===== src/rtl/win_dec_pkg.sv =====
package win_dec_pkg;
    localparam int ADDR_W   = 32;
    localparam int BASE_LSB = 20;
    localparam int CODE_W   = 4;
    localparam int CODE_LSB = 16;
    localparam int OFS_W    = 8;
    localparam int BASE_W   = ADDR_W - BASE_LSB;
    localparam int MAX_CODE = ADDR_W - 1 - BASE_LSB;

    typedef struct packed {
        logic [BASE_W-1:0] base;
        logic [CODE_W-1:0] code;
    } win_cfg_t;

    typedef enum logic [1:0] {
        RS_IDLE,
        RS_HIT,
        RS_MISS
    } res_state_e;

    // ones on every address bit that lies inside a window of the given code
    function automatic logic [ADDR_W-1:0] span_mask(input logic [CODE_W-1:0] code);
        logic [ADDR_W-1:0] m;
        for (int b = 0; b < ADDR_W; b++) begin
            m[b] = (b < BASE_LSB + int'(code));
        end
        return m;
    endfunction
endpackage


===== src/rtl/win_cfg_regs.sv =====
module win_cfg_regs
    import win_dec_pkg::*;
#(
    parameter int NUM_WIN = 3,
    parameter logic [OFS_W-1:0] REG_BASE = 8'h50
) (
    input  logic                      clk,
    input  logic                      rst_n,
    input  logic                      wr_en,
    input  logic [OFS_W-1:0]          wr_ofs,
    input  logic [ADDR_W-1:0]         wr_data,
    output win_cfg_t [NUM_WIN-1:0]    cfg_o
);
    for (genvar i = 0; i < NUM_WIN; i++) begin : g_reg
        localparam logic [OFS_W-1:0] MY_OFS = OFS_W'(int'(REG_BASE) + 4 * i);
        always_ff @(posedge clk or negedge rst_n) begin
            if (!rst_n) begin
                cfg_o[i].base <= '0;
                cfg_o[i].code <= '1;
            end else if (wr_en && wr_ofs == MY_OFS) begin
                cfg_o[i].base <= wr_data[ADDR_W-1:BASE_LSB];
                cfg_o[i].code <= wr_data[CODE_LSB +: CODE_W];
            end
        end
    end
endmodule


===== src/rtl/win_match.sv =====
module win_match
    import win_dec_pkg::*;
(
    input  win_cfg_t            cfg,
    input  logic [ADDR_W-1:0]   addr,
    output logic                hit,
    output logic [ADDR_W-1:0]   local_addr
);
    logic [ADDR_W-1:0] low_m;
    logic [ADDR_W-1:0] base_full;
    logic              enabled;

    always_comb begin
        enabled    = (int'(cfg.code) <= MAX_CODE);
        low_m      = span_mask(cfg.code);
        base_full  = {cfg.base, {BASE_LSB{1'b0}}};
        hit        = enabled && (((addr ^ base_full) & ~low_m) == '0);
        local_addr = addr & low_m;
    end
endmodule


===== src/rtl/win_select.sv =====
module win_select
    import win_dec_pkg::*;
#(
    parameter int NUM_WIN = 3,
    parameter int IDX_W   = 2
) (
    input  logic [NUM_WIN-1:0]             hit_v,
    input  logic [NUM_WIN-1:0][ADDR_W-1:0] local_v,
    output logic                           any_hit,
    output logic [IDX_W-1:0]               idx,
    output logic [ADDR_W-1:0]              local_addr
);
    always_comb begin
        any_hit    = 1'b0;
        idx        = '0;
        local_addr = '0;
        // scan downward so the lowest index is written last and wins
        for (int i = NUM_WIN - 1; i >= 0; i--) begin
            if (hit_v[i]) begin
                any_hit    = 1'b1;
                idx        = IDX_W'(i);
                local_addr = local_v[i];
            end
        end
    end
endmodule


===== src/rtl/inbound_win_decoder.sv =====
module inbound_win_decoder
    import win_dec_pkg::*;
#(
    parameter int NUM_WIN = 3,
    parameter logic [7:0] REG_BASE = 8'h50,
    parameter int IDX_W = (NUM_WIN > 1) ? $clog2(NUM_WIN) : 1
) (
    input  logic              clk,
    input  logic              rst_n,
    input  logic              cfg_wr_en,
    input  logic [7:0]        cfg_wr_ofs,
    input  logic [31:0]       cfg_wr_data,
    input  logic              lk_valid,
    input  logic [31:0]       lk_addr,
    output logic              rs_valid,
    output logic              rs_hit,
    output logic [IDX_W-1:0]  rs_win,
    output logic [31:0]       rs_local
);
    win_cfg_t [NUM_WIN-1:0]             cfg;
    logic [NUM_WIN-1:0]                 hit_v;
    logic [NUM_WIN-1:0][ADDR_W-1:0]     local_v;
    logic                               any_hit;
    logic [IDX_W-1:0]                   sel_idx;
    logic [ADDR_W-1:0]                  sel_local;

    res_state_e        state_q, state_d;
    logic [IDX_W-1:0]  win_q;
    logic [ADDR_W-1:0] loc_q;

    win_cfg_regs #(.NUM_WIN(NUM_WIN), .REG_BASE(REG_BASE)) u_regs (
        .clk     (clk),
        .rst_n   (rst_n),
        .wr_en   (cfg_wr_en),
        .wr_ofs  (cfg_wr_ofs),
        .wr_data (cfg_wr_data),
        .cfg_o   (cfg)
    );

    for (genvar i = 0; i < NUM_WIN; i++) begin : g_win
        win_match u_match (
            .cfg        (cfg[i]),
            .addr       (lk_addr),
            .hit        (hit_v[i]),
            .local_addr (local_v[i])
        );
    end

    win_select #(.NUM_WIN(NUM_WIN), .IDX_W(IDX_W)) u_sel (
        .hit_v      (hit_v),
        .local_v    (local_v),
        .any_hit    (any_hit),
        .idx        (sel_idx),
        .local_addr (sel_local)
    );

    // next-state: go_idle / take_hit / take_miss, identical from every state
    always_comb begin
        state_d = RS_IDLE;
        unique case (state_q)
            RS_IDLE, RS_HIT, RS_MISS: begin
                if (!lk_valid)    state_d = RS_IDLE;
                else if (any_hit) state_d = RS_HIT;
                else              state_d = RS_MISS;
            end
            default: state_d = RS_IDLE;
        endcase
    end

    // state register with the captured result
    always_ff @(posedge clk or negedge rst_n) begin
        if (!rst_n) begin
            state_q <= RS_IDLE;
            win_q   <= '0;
            loc_q   <= '0;
        end else begin
            state_q <= state_d;
            win_q   <= (lk_valid && any_hit) ? sel_idx : '0;
            loc_q   <= (lk_valid && any_hit) ? sel_local : '0;
        end
    end

    // outputs decoded from the state
    always_comb begin
        rs_valid = 1'b0;
        rs_hit   = 1'b0;
        rs_win   = '0;
        rs_local = '0;
        unique case (state_q)
            RS_IDLE: ;
            RS_HIT: begin
                rs_valid = 1'b1;
                rs_hit   = 1'b1;
                rs_win   = win_q;
                rs_local = loc_q;
            end
            RS_MISS: rs_valid = 1'b1;
            default: ;
        endcase
    end
endmodule


===== config.mk =====
export PLATFORM = sky130hd
export DESIGN_NAME = inbound_win_decoder
export DESIGN_NICKNAME = d
export VERILOG_FILES = /design/src/rtl/win_dec_pkg.sv /design/src/rtl/win_cfg_regs.sv /design/src/rtl/win_match.sv /design/src/rtl/win_select.sv /design/src/rtl/inbound_win_decoder.sv
export SDC_FILE = /design/constraint.sdc
export NUM_CORES = 1
export LEC_CHECK = 0
export ABC_AREA = 1
export BUFFER_PORTS_ARGS = -buffer_cell sky130_fd_sc_hd__buf_2
export CAP_MARGIN = 25
export CORE_AREA = 10 10 171 173
export CTS_CLUSTER_DIAMETER = 200
export DETAILED_ROUTE_END_ITERATION = 10
export DIE_AREA = 0 0 181 183
export GPL_ROUTABILITY_DRIVEN = 0
export SLEW_MARGIN = 20
export SYNTH_ARGS = -nofsm -noshare
export SYNTH_HDL_FRONTEND = slang
export SYNTH_HIERARCHICAL = 1
export SYNTH_SLANG_ARGS = --single-unit

===== constraint.sdc =====
create_clock -name clk -period 2.9 [get_ports clk]
set_input_delay 0.725 -clock clk [delete_from_list [all_inputs] [get_ports clk]]
set_output_delay 0.725 -clock clk [all_outputs]
set_load 0.05 [all_outputs]

## Yosys cells after proc, flatten, opt, wreduce, memory -nomap -nowiden

Cells that the tools add are included.

| storage, ports and cells | value |
|---|---|
| output and inout bits | 36 |
| register bits | 84 |
| input port bits | 76 |

| operators by class | value |
|---|---|
| bitwise logic cells | 12 |
| muxes and demuxes | 18 |
| add/subtract/negate cells | 3 |
| reductions and logical operators | 13 |
| order comparisons | 99 |
| equality and inequality tests | 5 |

Operators with widths:

| cell | count |
|---|---|
| less-than comparator 6 x 32 -> 1 bit, first input constant | 48 |
| less-than comparator 5 x 32 -> 1 bit, first input constant | 24 |
| less-than comparator 4 x 32 -> 1 bit, first input constant | 12 |
| bitwise AND 32 bit | 6 |
| less-than comparator 3 x 32 -> 1 bit, first input constant | 6 |
| 2-to-1 mux 32 bit | 5 |
| logical NOT 32 bit | 3 |
| less-than comparator 1 x 32 -> 1 bit, first input constant | 3 |
| less-than comparator 2 x 32 -> 1 bit, first input constant | 3 |
| inverter 32 bit | 3 |
| bitwise XOR 32 bit | 3 |
| equality test 8 x 7 -> 1 bit, second input constant | 3 |
| adder 5 x 4 -> 6 bit, first input constant | 3 |
| 2-to-1 mux 2 bit | 8 |
| <= comparator 4 bit, second input constant | 3 |
| logical AND 1 bit | 7 |
| 2-to-1 mux 1 bit | 5 |
| OR reduction 3 bit | 1 |
| equality test 2 x 1 -> 1 bit, second input constant | 1 |
| equality test 2 bit, second input constant | 1 |
| logical NOT 2 bit | 1 |
| OR reduction 2 bit | 1 |

## Depth between registers and ports, before layout

| depth | value |
|---|---|
| depth in word-level cells | 12 |
| gate-level depth with buffers | 17 |
| gate-level depth less buffers | 15 |

## Hierarchy

Netlist, hierarchy kept.

By module, submodules not included:

| module | cells each | times used | area each (sq um) |
|---|---|---|---|
| win_cfg_regs | 226 | 1 | 2089.5 |
| win_match | 118 | 3 | 641.9 |
| inbound_win_decoder | 189 | 1 | 1541.5 |
| win_select | 153 | 1 | 780.7 |

## Worst setup path before layout

No wires, ideal clock.

| timing | value |
|---|---|
| path kind | reg-to-reg |
| from | register u_regs/cfg_o[2] (netlist bit) |
| to | register state_q[0] |
| data arrival time | 2198 ps |
| path buffers | 3 |
| path slack | 586 ps |
| setup time | 116 ps |
| cell stages (with the launch flop) | 18 |
| path through | dfstp_2 > inv_1 > ha_1 > nor2_1 > inv_1 > nand2_1 > nand2_1 > nand2_1 > nor2_1 > nand3_1 > nor2_1 > buf_4 > nor2_8 > buf_8 > nand2_1 > nand2_2 > buf_6 > nor2_1 |

| between the ends | value |
|---|---|
| cells in the longest elaborated chain, start to end | 10 |
| elaborated cells on any way between the ends | 42 |
| classes of those cells | add/sub: 1; order compare: 33; mux: 4; bitwise: 2; reduce/logical: 2 |

Ends and longest elaborated chain:

| what | RTL line | source |
|---|---|---|
| start: declaration | win_cfg_regs.sv:12 | `output win_cfg_t [NUM_WIN-1:0] cfg_o` |
| adder 5 x 4 -> 6 bit | win_dec_pkg.sv:25 | `m[b] = (b < BASE_LSB + int'(code));` |
| less-than comparator 1 x 32 -> 1 bit (tied with other cells) | win_dec_pkg.sv:25 |  |
| inverter 32 bit | win_match.sv:17 | `hit = enabled && (((addr ^ base_full) & ~low_m) == '0);` |
| bitwise AND 32 bit | win_match.sv:17 |  |
| logical NOT 32 bit | win_match.sv:17 |  |
| logical AND 1 bit * | win_match.sv:17 |  |
| via hit_v[0] | inbound_win_decoder.sv:21 | `logic [NUM_WIN-1:0] hit_v;` |
| 2-to-1 mux 1 bit * | win_select.sv:19 | `if (hit_v[i]) begin` |
| via any_hit | inbound_win_decoder.sv:23 | `logic any_hit;` |
| 2-to-1 mux 2 bit * | inbound_win_decoder.sv:63 | `else if (any_hit) state_d = RS_HIT;` |
| 2-to-1 mux 2 bit * | inbound_win_decoder.sv:62 | `if (!lk_valid) state_d = RS_IDLE;` |
| 2-to-1 mux 2 bit * | inbound_win_decoder.sv:60 | `unique case (state_q)` |
| via state_d[0] | inbound_win_decoder.sv:27 | `res_state_e state_q, state_d;` |
| end signal: assignment | inbound_win_decoder.sv:77 | `state_q <= state_d;` |
| end: declaration | inbound_win_decoder.sv:27 |  |

The timed path passes the listed nets; every way through them passes the cells marked *.
A chain may end at the register's enable or synchronous reset.

## Worst setup path in the final report

| timing | value |
|---|---|
| from | register u_regs/cfg_o[34] (netlist bit) |
| to | register loc_q[8] |

| between the ends | value |
|---|---|
| cells in the longest elaborated chain, start to end | 11 |
| elaborated cells on any way between the ends | 47 |
| classes of those cells | add/sub: 1; order compare: 33; mux: 7; bitwise: 3; reduce/logical: 3 |

Ends and longest elaborated chain:

| what | RTL line | source |
|---|---|---|
| adder 5 x 4 -> 6 bit | win_dec_pkg.sv:25 |  |
| less-than comparator 1 x 32 -> 1 bit (tied with other cells) | win_dec_pkg.sv:25 |  |
| inverter 32 bit | win_match.sv:17 |  |
| bitwise AND 32 bit | win_match.sv:17 |  |
| logical NOT 32 bit | win_match.sv:17 |  |
| logical AND 1 bit * | win_match.sv:17 |  |
| via hit_v[2] | inbound_win_decoder.sv:21 |  |
| 2-to-1 mux 1 bit * (3 in series) | win_select.sv:19 |  |
| via any_hit | inbound_win_decoder.sv:23 |  |
| logical AND 1 bit * | inbound_win_decoder.sv:79 | `loc_q <= (lk_valid && any_hit) ? sel_local : '0;` |
| 2-to-1 mux 32 bit * | inbound_win_decoder.sv:79 |  |
| end signal: assignment | inbound_win_decoder.sv:79 |  |
| end: declaration | inbound_win_decoder.sv:29 | `logic [ADDR_W-1:0] loc_q;` |

Marks and branches as above.

==> impl_results.md <==
- Die Wd: 181 um
- Clk pin slew, worst setup/hold paths: 70 ps
- Synth area leader: dfrtp_1
- Max-cap violations: 0
- DRT Pass-1 Iters: 5
- Core Area: 0.0258 mm2
- DP Worst Slack: 212 ps
- Status: finished, final reports clean
- Reg area: 0.00212 mm2
- Final setup violation count: 0
- Post-Route Setup TNS: 0 ps
- Avg Cell Area, Syn: 6.87 um2
- Synthesized flop and latch total: 84
- Sequential element share of the synthesized area: 0.334
- First-pass GRT wire length: 28800 um
- DP HPWL: 13700 um
- Sw Ratio: 0.285
- CTS buffer count: 9
- CTS Sinks: 84
- H-tree levels: 3
- Fraction of layout cells with a size suffix above 1: 0.185
- CP max FO: 21
- CP endpoint kind: flop
- Synth Cell Area: 0.00634 mm2
- Drt via density: 4.28
- VDD IR max: 0.212 mV
- Top post-synthesis cells by area: dfrtp_1, nand2_1, nand3_1
- Total wire length: 17700 um
- Clk Latency, worst-skew pair: 350 ps
- Crit start category: flop
- Unrepaired setup endpoints after global routing: no
- Slew @ Worst Pin: 734 ps
- Comb power frac: 0.132
- Pint: 1.93 mW
- CTS max path bufs: 2
- Core Rows: 59
- DRC viols: 0
- Critical Path RT: 3180 ps
- WS Path Type: flop to flop
- P_leak: 4.00 nW
- Worst min path class: input port to asynchronous set/reset pin
- Gate count of the mapped netlist: 922
- Async SR Flop Fraction: 1.00
- Setup slack after layout: 286 ps
- Io pins: 112
- F_max: 383 MHz
- R2R Setup Slk: 290 ps
- Via count: 5521
- Minimum clock period: 2610 ps
- Switch Pwr: 0.770 mW
- R2R cell count: 14
- WL per Instance: 13.7 um
- Clock power share: 0.406
- Power density over the cells: 385 mW/mm2
- Number of global-route vias before repair: 5314
- Number of diodes: 0
- Fin. Hold Viols: 0
- CTS tree: built
- Netlist cell types: 26
- Post-synth EDFFs: 0
- Crit share post-route: 0.901
- Slew margin rel.: 0.509
- Die height: 183 um
- Largest net degree at the start of global routing: 51
- Fin nets: 1048
- Seq pwr share: 0.462
- Area of the multi-input gates: 0.00296 mm2
- Reg2reg end: loc_q[8]
- Post-synth top area share: 0.284
- Fillers: 2836
- Synthesis-to-layout area growth: 10.8%
- R2r startpoint: u_regs/cfg_o[34]
- Die footprint: 0.0331 mm2
- CP Data Arrival Time: 2890 ps
- Initial core utilization: 0.246
- Port bufs: 95
- Mapped Nets: 1019
- Setup Skew: 9.23 ps
- Antenna-violating nets left: 0
- Root Buffer: clkbuf_16
- YS warnings: 6
- Max-slew violation count: 0
- DRT iter0 DRCs: 557
- Initial antenna violation count: 0
- GRT Total Usage: 0.106
- Leading register cell type out of synthesis: dfrtp_1
- Hold_buf cts: 0
- Total grt overflow: 0
## how the worst max path moves through the flow
stage	startpoint	endpoint	cells after the start
final	u_regs/cfg_o[34]	loc_q[8]	14
after global routing	u_regs/cfg_o[34]	loc_q[8]	14
after CTS	u_regs/cfg_o[34]	loc_q[8]	14
after detailed placement	u_regs/cfg_o[3]	loc_q[20]	15
after global placement	u_regs/cfg_o[3]	loc_q[26]	15
after floorplan	u_regs/cfg_o[2]	state_q[0]	17
## cell usage in the layout (no fill, tap or decap), types with 2 or more instances in the layout
master | synthesis | routed
nand3_1 | 168 | 168
inv_6 | 0 | 2
inv_1 | 139 | 138
o21ai_0 | 6 | 6
nand2_4 | 4 | 4
nor2_1 | 92 | 89
nand2_1 | 248 | 248
inv_2 | 7 | 7
clkbuf_16 | 0 | 9
o211ai_1 | 6 | 6
xor2_1 | 15 | 15
buf_2 | 13 | 94
or2_2 | 6 | 6
xnor2_1 | 6 | 6
dfrtp_1 | 72 | 72
buf_4 | 57 | 17
nand2_2 | 3 | 3
nor2_4 | 4 | 6
a21boi_0 | 9 | 9
nor2_8 | 2 | 2
buf_12 | 0 | 4
nand3_4 | 2 | 2
dfstp_2 | 12 | 12
clkinvlp_4 | 0 | 3
ha_1 | 21 | 21
## critical path, cell delays in order, from the launching register on
cell and delay (ps):
dfstp_2 580, ha_1 210, inv_1 190, nand3_1 170, nand2_1 110, nand2_1 70, nand2_1 40, nor2_1 160
nand3_1 180, nor2_4 230, inv_1 90, nand2_1 120, nand2_2 100, buf_12 170, nor2_1 100
## routing by layer
layer / track usage / routed length, um / up-vias
met1: 0.149 / 8650 / 2528
met3: 0.0262 / 1110 / 16
met4: 0.0238 / 178 / 0
met5: 0 / 0 / -
met2: 0.162 / 7720 / 171
li1: - / - / 2806
## final cells by class
| class | count | area share |
|---|---|---|
| Clock buffer | 9 | 0.0321 |
| Clock inverter | 7 | 0.00820 |
| Inverter | 146 | 0.0786 |
| Multi-Input combinational cell | 594 | 0.422 |
| Sequential cell | 84 | 0.302 |
| Tap cell | 335 | 0.0597 |
| Timing Repair Buffer | 116 | 0.0982 |
## cells in the mapped netlist (12+ instances only)
cell type and instances:
xor2_1 15, nor2_1 92, ha_1 21, buf_2 13, dfstp_2 12, nand2_1 248, buf_4 57, dfrtp_1 72
clkbuf_1 12, inv_1 139, nand3_1 168, buf_6 13
## cell families (layout without fill, tap and decap cells)
logic type,count (synthesis),after routing,share of synthesized area
flops,84,84,0.334
xor+xnor,21,21,0.0290
compound gates,21,21,0.0225
fa+ha+maj,21,21,0.0415
buf+inv,244,278,0.202
simple gates,531,531,0.371
## through the flow
step | utilization | area (um2) | power (mW) | instances | hold slack (ps)
2_1_floorplan | - | 6340 | 1.51 | 922 | 429
4_1_cts | 0.271 | 6990 | 2.73 | 1289 | 348
3_3_place_gp | 0.260 | 6710 | 1.62 | 1273 | 478
6_report | 0.272 | 7020 | 2.70 | 1291 | 328
3_5_place_dp | 0.260 | 6710 | 1.62 | 1273 | 480
5_1_grt | 0.272 | 7020 | 2.84 | 1291 | 356
## power groups by stage
stage          combinational, mW  sequential [mW]  clock [mW]
6_report                   0.356             1.25        1.10
3_3_place_gp               0.349             1.27           0
2_1_floorplan              0.255             1.25           0
5_1_grt                    0.406             1.25        1.18
4_1_cts                    0.356             1.25        1.13
3_5_place_dp               0.353             1.27           0
## flip-flops by register name, summed over array words and instances, names as in the netlist
name	flops
u_regs/cfg_o	48
state_q	2
win_q	2
loc_q	32
## timing repair
item | in CTS | in global routing
setup endpoints to repair | 0 | 35
resized for setup | 0 | 4
buffers inserted | 0 | 2
Power figures use the tool's default switching activity.
